File: config.mk
export PLATFORM = sky130hd
export DESIGN_NAME = load_use_interlock
export DESIGN_NICKNAME = d
export VERILOG_FILES = /design/src/rtl/lui_pkg.sv /design/src/rtl/lui_detect.sv /design/src/rtl/lui_front.sv /design/src/rtl/lui_ex_ctrl.sv /design/src/rtl/load_use_interlock.sv
export SDC_FILE = /design/constraint.sdc
export NUM_CORES = 1
export LEC_CHECK = 0
export ABC_AREA = 0
export BUFFER_PORTS_ARGS = -buffer_cell sky130_fd_sc_hd__buf_2
export CELL_PAD_IN_SITES_DETAIL_PLACEMENT = 1
export CELL_PAD_IN_SITES_GLOBAL_PLACEMENT = 2
export CORE_UTILIZATION = 35
export CTS_CLUSTER_DIAMETER = 80
export DETAILED_ROUTE_END_ITERATION = 8
export GPL_TIMING_DRIVEN = 0
export PLACE_DENSITY = 0.91
export SLEW_MARGIN = 40
export SYNTH_ARGS = -nofsm -noshare
export SYNTH_HDL_FRONTEND = slang
export SYNTH_SLANG_ARGS = --single-unit
File: constraint.sdc
create_clock -name clk -period 3.45 [get_ports clk]
set_clock_uncertainty 0.15 [all_clocks]
set_input_delay 0.8625 -clock clk [delete_from_list [all_inputs] [get_ports clk]]
set_output_delay 0.8625 -clock clk [all_outputs]
set_load 0.05 [all_outputs]
File: src/rtl/lui_pkg.sv
package lui_pkg;
  localparam int OPC_W  = 6;
  localparam int CTRL_W = 6;
  localparam logic [OPC_W-1:0] OPC_LOAD  = 6'h23;
  localparam logic [OPC_W-1:0] OPC_STORE = 6'h2B;
  localparam logic [OPC_W-1:0] OPC_REGOP = 6'h00;

  typedef struct packed {
    logic reg_write;
    logic mem_read;
    logic mem_write;
    logic mem_to_reg;
    logic alu_imm;
    logic dst_from_rd;
  } ctrl_t;

  // Control word for one opcode; an empty stage yields all zero.
  function automatic ctrl_t decode_ctrl(input logic [OPC_W-1:0] opc, input logic valid);
    ctrl_t c;
    c = '0;
    if (valid) begin
      case (opc)
        OPC_LOAD:  begin c.reg_write = 1'b1; c.mem_read = 1'b1; c.mem_to_reg = 1'b1; c.alu_imm = 1'b1; end
        OPC_STORE: begin c.mem_write = 1'b1; c.alu_imm = 1'b1; end
        OPC_REGOP: begin c.reg_write = 1'b1; c.dst_from_rd = 1'b1; end
        default:   c = '0;
      endcase
    end
    return c;
  endfunction

  // Load-use condition on register numbers.
  function automatic logic load_use(input logic ex_rd_mem, input logic [4:0] ex_dst,
                                    input logic [4:0] src_a, input logic [4:0] src_b);
    return ex_rd_mem && ((ex_dst == src_a) || (ex_dst == src_b));
  endfunction
endpackage

File: src/rtl/lui_detect.sv
module lui_detect (
  input  logic       ex_mem_read,
  input  logic [4:0] ex_dst,
  input  logic [4:0] dec_src_a,
  input  logic [4:0] dec_src_b,
  output logic       hazard
);
  always_comb hazard = lui_pkg::load_use(ex_mem_read, ex_dst, dec_src_a, dec_src_b);
endmodule

File: src/rtl/lui_front.sv
module lui_front #(
  parameter int PC_W    = 32,
  parameter int INSTR_W = 32,
  parameter int PC_STEP = 4
) (
  input  logic               clk,
  input  logic               rst_n,
  input  logic               hold,
  input  logic [INSTR_W-1:0] fetch_instr,
  input  logic               fetch_valid,
  output logic [PC_W-1:0]    pc,
  output logic [INSTR_W-1:0] dec_instr,
  output logic               dec_valid
);
  localparam logic [PC_W-1:0] STEP = PC_W'(PC_STEP);

  always_ff @(posedge clk or negedge rst_n) begin
    if (!rst_n) begin
      pc        <= '0;
      dec_instr <= '0;
      dec_valid <= 1'b0;
    end else if (!hold) begin
      pc        <= pc + STEP;
      dec_instr <= fetch_instr;
      dec_valid <= fetch_valid;
    end
  end

  assert_front_freeze_R3: assert property (@(posedge clk) disable iff (!rst_n)
    hold |=> (pc == $past(pc)) && (dec_instr == $past(dec_instr)));
  assert_front_step_R3: assert property (@(posedge clk) disable iff (!rst_n)
    !hold |=> (pc == $past(pc) + STEP) && (dec_instr == $past(fetch_instr)));
endmodule

File: src/rtl/lui_ex_ctrl.sv
module lui_ex_ctrl (
  input  logic          clk,
  input  logic          rst_n,
  input  logic          bubble,
  input  lui_pkg::ctrl_t dec_ctrl,
  input  logic [4:0]    dec_dst,
  output lui_pkg::ctrl_t ex_ctrl,
  output logic [4:0]    ex_dst
);
  lui_pkg::ctrl_t ctrl_in;
  always_comb ctrl_in = bubble ? lui_pkg::ctrl_t'('0) : dec_ctrl;

  always_ff @(posedge clk or negedge rst_n) begin
    if (!rst_n) begin
      ex_ctrl <= '0;
      ex_dst  <= '0;
    end else begin
      ex_ctrl <= ctrl_in;
      ex_dst  <= dec_dst;
    end
  end

  assert_bubble_zero_R4: assert property (@(posedge clk) disable iff (!rst_n)
    bubble |=> (ex_ctrl == lui_pkg::ctrl_t'('0)));
endmodule

File: src/rtl/load_use_interlock.sv
module load_use_interlock #(
  parameter int PC_W    = 32,
  parameter int INSTR_W = 32,
  parameter int REG_AW  = 5
) (
  input  logic                        clk,
  input  logic                        rst_n,
  input  logic [INSTR_W-1:0]          fetch_instr,
  input  logic                        fetch_valid,
  output logic [PC_W-1:0]             pc,
  output logic [INSTR_W-1:0]          dec_instr,
  output logic                        pc_we,
  output logic                        dec_we,
  output logic                        bubble_sel,
  output logic [lui_pkg::CTRL_W-1:0]  ex_ctrl
);
  import lui_pkg::*;
  localparam int OPC_LSB = INSTR_W - OPC_W;
  localparam int SA_LSB  = OPC_LSB - REG_AW;
  localparam int SB_LSB  = SA_LSB - REG_AW;

  logic              dec_valid;
  logic [OPC_W-1:0]  dec_opc;
  logic [REG_AW-1:0] dec_src_a, dec_src_b, ex_dst;
  ctrl_t             dec_ctrl, ex_ctrl_q;
  logic              hazard;

  always_comb begin
    dec_opc   = dec_instr[OPC_LSB +: OPC_W];
    dec_src_a = dec_instr[SA_LSB +: REG_AW];
    dec_src_b = dec_instr[SB_LSB +: REG_AW];
    dec_ctrl  = decode_ctrl(dec_opc, dec_valid);
  end

  lui_detect u_detect (
    .ex_mem_read (ex_ctrl_q.mem_read),
    .ex_dst      (ex_dst),
    .dec_src_a   (dec_src_a),
    .dec_src_b   (dec_src_b),
    .hazard      (hazard)
  );

  lui_front #(.PC_W(PC_W), .INSTR_W(INSTR_W), .PC_STEP(4)) u_front (
    .clk         (clk),
    .rst_n       (rst_n),
    .hold        (hazard),
    .fetch_instr (fetch_instr),
    .fetch_valid (fetch_valid),
    .pc          (pc),
    .dec_instr   (dec_instr),
    .dec_valid   (dec_valid)
  );

  lui_ex_ctrl u_exc (
    .clk      (clk),
    .rst_n    (rst_n),
    .bubble   (hazard),
    .dec_ctrl (dec_ctrl),
    .dec_dst  (dec_src_b),
    .ex_ctrl  (ex_ctrl_q),
    .ex_dst   (ex_dst)
  );

  always_comb begin
    pc_we      = !hazard;
    dec_we     = !hazard;
    bubble_sel = hazard;
    ex_ctrl    = ex_ctrl_q;
  end

  localparam ctrl_t LOAD_CTRL = decode_ctrl(OPC_LOAD, 1'b1);

  assert_only_load_R2: assert property (@(posedge clk) disable iff (!rst_n)
    hazard |-> (ex_ctrl_q == LOAD_CTRL));
  assert_single_bubble_R8: assert property (@(posedge clk) disable iff (!rst_n)
    hazard |=> !hazard);
  assert_empty_stage_R5: assert property (@(posedge clk) disable iff (!rst_n)
    !dec_valid |=> (ex_ctrl_q == ctrl_t'('0)));
endmodule

**Word level (Yosys, flattened, before mapping)**

Index checks and enable logic that the tools add are counted.

- Eq/ne operators: 4
- Add/sub/neg operators: 1
- Multiplexer cells: 7
- Reductions and logical operators: 6

Operator list:

| operator | count |
|---|---|
| $add 32x3->32 const B | 1 |
| $eq 6x6->1 const B | 2 |
| $mux 6 | 2 |
| $eq 5x5->1 | 2 |
| $logic_not 6->1 | 1 |
| $mux 1 | 5 |
| $reduce_or 2->1 | 2 |
| $logic_and 1x1->1 | 1 |
| $logic_not 1->1 | 1 |
| $logic_or 1x1->1 | 1 |

- Word-level logic and storage cells: 28
- Register bits after elaboration: 76
- Output and inout bits: 73
- Bits of input ports: 35

**Logic depth before layout (Yosys ltp)**

- Word-level depth: 5
- Depth in mapped cells: 8
- Mapped depth without buffers: 6

**Cells and area by module**

A second synthesis with hierarchy kept.

- Cells, all modules: 234
- Area total of the unflattened synthesis: 3098.0 µm²

By module, submodules not included:

| module | seq. area each (µm²) | area an instance (µm²) | cells each | times used |
|---|---|---|---|---|
| lui_front | 1576.5 | 2603.7 | 190 | 1 |
| lui_ex_ctrl | 275.3 | 312.8 | 17 | 1 |
| lui_detect | 0.0 | 113.9 | 15 | 1 |
| load_use_interlock | 0.0 | 67.6 | 12 | 1 |

**Worst setup path before layout**

No wires, ideal clock.

- Path type: reg-to-output
- From: register u_front.dec_instr[25]
- To: output port pc_we
- Stages on the path, launching flop included: 6
- Arrival: 1.677 ns
- Data required time: 2.438 ns
- Buffers on the path: 2
- Setup slack: 0.761 ns
- Cell sequence: dfrtp_1 > xnor2_1 > nand4_1 > o22a_2 > buf_2 > buf_4

- Longest elaborated chain between the ends: 4

Ends and longest elaborated chain:

| item | RTL line | source |
|---|---|---|
| from (decl) | lui_front.sv:12 | `output logic [INSTR_W-1:0] dec_instr,` |
| from (signal assigned) | lui_front.sv:24 | `dec_instr <= fetch_instr;` |
| $eq 5x5->1 | lui_pkg.sv:35 | `return ex_rd_mem && ((ex_dst == src_a) \|\| (ex_dst == src_b));` |
| $logic_or 1x1->1 | lui_pkg.sv:35 |  |
| $logic_and 1x1->1 | lui_pkg.sv:35 |  |
| $logic_not 1->1 | - |  |
| to (decl) | load_use_interlock.sv:12 | `output logic pc_we,` |

No other way between the ends.

**Worst setup path after layout**

- From: register u_exc.ex_dst[3]
- To: output port bubble_sel

- Longest elaborated chain between the ends: 3
- Elaborated cells between the ends (all ways): 4
- Classes of those cells: 2 x eq/ne; 2 x reduce/logical

Ends and longest elaborated chain:

| item | RTL line | source |
|---|---|---|
| from (decl) | lui_ex_ctrl.sv:8 | `output logic [4:0] ex_dst` |
| from (signal assigned) | lui_ex_ctrl.sv:19 | `ex_dst <= dec_dst;` |
| $eq 5x5->1 | lui_pkg.sv:35 |  |
| $logic_or 1x1->1 (*) | lui_pkg.sv:35 |  |
| $logic_and 1x1->1 (*) | lui_pkg.sv:35 |  |
| to (decl) | load_use_interlock.sv:14 | `output logic bubble_sel,` |

Every way passes the cells marked *; elsewhere a longest branch is shown, timed or not.

==> flow_summary.yaml <==
timing:
  rsz0062_at_grt: "no"
  hold_viol: 0
  slew_violations: 0
  whs_ns: 0.2379
  relSlewSlack: 0.6527
  period_minus_slack_ns: 3.075
  setup-tns-final_ns: 0
  max_freq_mhz: 325.2
  setup_violations: 0
  worst_pin_slew_ns: 0.5209
  period_share: 0.8913
clock_tree:
  clock_sinks: 73
  cts_inserted_buffers: 9
  cts_resized: 0
  ctsHoldBuffers: 0
  postCtsSetupRepairBufs: 0
  clkTransAtPathRegs_ns: 0.09
  tritoncts: "built"
  h-tree-depth: 3
  clock_path_buffers: 2
  worstSkewPairLatency_ns: 0.35
  cts_root_buf: "clkbuf_8"
yosys:
  ys.flop_type: "dfrtp_1"
  synth.most_common_cell: "dfrtp_1"
  synth_seq_area_share: 0.5668
  async_reset_ff_frac: 1.000
  synth_top_area_frac: 0.5668
  ys_top_cells_by_area: "dfrtp_1, mux2_2, xor2_1"
  yosys.cell_types.count: 31
  synthCells: 245
  synth.avg_cell_area_sq_um: 13.16
  ys_ff_latch: 73
  netlist_area_sq_mm: 0.003223
  ys_warn_count: 0
  synth_edf_count: 0
  synth.top_cells.by_count: "dfrtp_1, mux2_2, xor2_1"
  synth_top_area_cell: "dfrtp_1"
die:
  fp.dieW_microns: 97.96
  rows: 34
  core_area_sq_mm: 0.008806
  die_area_sq_mm: 0.009596
  pin_count: 108
  start_util: 0.3660
  die_y_microns: 97.96
power_and_ir_drop:
  p_int_mw: 1.481
  leakagePower_nw: 2.064
  switchingPower_uw: 770.2
  p_comb_frac: 0.224
  p_per_area_mw_per_mm2: 543.6
  swShare: 0.3421
  pwr-share-clk: 0.340
  vdd_drop_max_uv: 329.1
  power_frac_seq: 0.436
placement:
  dpl_cell_area_sq_mm: 0.003914
  dpl.cell_count: 460
  gp_congestion: 0.7730
  hpwl_microns: 5672
  io_buffers: 105
grt:
  grt_max_degree: 40
  grt_usage: 0.1705
  grt-ovfl-total: 0
  first_global_vias: 2397
  grt_pass1_wl_microns: 12650
  antenna_found_initial: 0
final_layout:
  nets: 399
  fillers: 959
  design_area_sq_mm: 0.004141
  areaGrowthSynthToFinish_pct: 28.49
  fin_cells: 476
  drive_gt1_frac: 0.5027
  diodes: 0
detailed_routing:
  wl_per_cell_microns: 16.07
  vias: 2303
  dr.pass1.iters: 6
  wirelength_microns: 7648
  viasPerCell: 4.838
  drt_first_iter_violations: 45
  ant_nets: 0
  route.detailed.drc: 4
worst_setup_path:
  required_ns: 2.44
  endpoint_kind: "output port"
  arrival_ns: 2.06
  cp_max_fo: 10
  cp-start-kind: "register"
  crit_type: "register to output port"
status:
  outcome: "complete, but fails checks"
  failed_checks: "DRC"
hold_path:
  hold_class: "primary input to async pin"
flow_run:
  cap_violations: 0
sequential cells by signal (all words and copies together), names as in the netlist:
signal	count
u_front.pc	30
u_front.dec_valid	1
u_exc.ex_ctrl	5
u_front.dec_instr	32
u_exc.ex_dst	5
per-stage QoR:
step	power (mW)	setup slack [ns]	utilization
2_1_floorplan	1.346	0.7609	-
3_3_place_gp	1.491	0.7734	0.4415
3_5_place_dp	1.514	0.7494	0.4444
4_1_cts	2.288	0.3412	0.4703
5_1_grt	2.365	0.2853	0.4703
6_report	2.251	0.3749	0.4703
cells in the final DEF, fill, tap and decap left out, types with 2 or more instances in the layout:
cell	Yosys	layout
xor2_1	25	25
buf_4	7	7
and3_1	3	3
buf_6	3	4
buf_2	3	107
nand2_1	13	13
xnor2_1	14	14
nor4_2	6	6
nor3_1	7	7
bufinv_16	0	2
nand4_1	10	10
dfrtp_1	73	73
clkbuf_8	0	10
conb_1	1	2
nand3_1	11	11
mux2_2	34	34
nor2_1	7	7
inv_1	3	3
nor4_4	3	3
nor4_1	9	9
kinds of logic (layout without fill, tap and decap cells):
group | after synthesis | after routing | synth area share
and+or+nand+nor | 76 | 76 | 0.1588
DFF | 73 | 73 | 0.5668
xor gates and xnor gates | 39 | 39 | 0.1060
muxes | 34 | 34 | 0.1188
buffers and inverters | 19 | 141 | 0.03881
AOI/OAI and AO/OA | 2 | 2 | 0.005824
adders and majority gates | 1 | 1 | 0.003881
other | 1 | 2 | 0.001163
critical path, cell delays in order, from the launching register on:
cell     delay (ns)
dfrtp_1        0.42
xnor2_1        0.20
nand4_1        0.13
o22a_2         0.25
inv_2          0.08
buf_6          0.15
buf_4          0.19
buf_2          0.28
power by group through the flow:
stage | combinational [mW] | clock (mW) | sequential (mW)
after CTS | 0.516 | 0.789 | 0.983
after global routing | 0.544 | 0.830 | 0.991
final | 0.505 | 0.766 | 0.980
after floorplan | 0.157 | 0 | 1.19
after global placement | 0.500 | 0 | 0.991
after detailed placement | 0.515 | 0 | 0.998
metal layers:
layer	GRT usage	wire length, microns	vias to the layer above
met5	0	0	-
met4	0.07226	152	0
met2	0.2752	3739	71
met1	0.2181	3414	1131
li1	-	-	1090
met3	0.04223	341	11
area by class of cell:
type	instances	area, sq um	area share
repair buffers	106	551.8	0.1332
multi-input cells	154	1275	0.3079
flip-flops and latches	73	1827	0.4411
clock inverters	6	90.09	0.02175
inverters	4	15.01	0.003625
well taps	108	135.1	0.03263
plain buffers	15	110.1	0.02659
clock buffers	10	137.6	0.03323
worst paths after layout:
path / to / startpoint / depth (start not counted) / slack [ns]
worst max-delay path: bubble_sel / u_exc.ex_dst[3] / 7 / 0.37
worst min-delay path: u_front.dec_instr[28] / rst_n / 1 / 0.24
worst max register to register: u_front.dec_instr[14] / u_exc.ex_dst[3] / 7 / 1.39
worst min register to register: u_exc.ex_dst[2] / u_front.dec_instr[18] / 0 / 0.30
max in group asynchronous: u_front.pc[30] / rst_n / 2 / 2.38
min in group clk: u_exc.ex_dst[2] / u_front.dec_instr[18] / 0 / 0.30
Note: power is estimated with default switching activity, not from simulation.
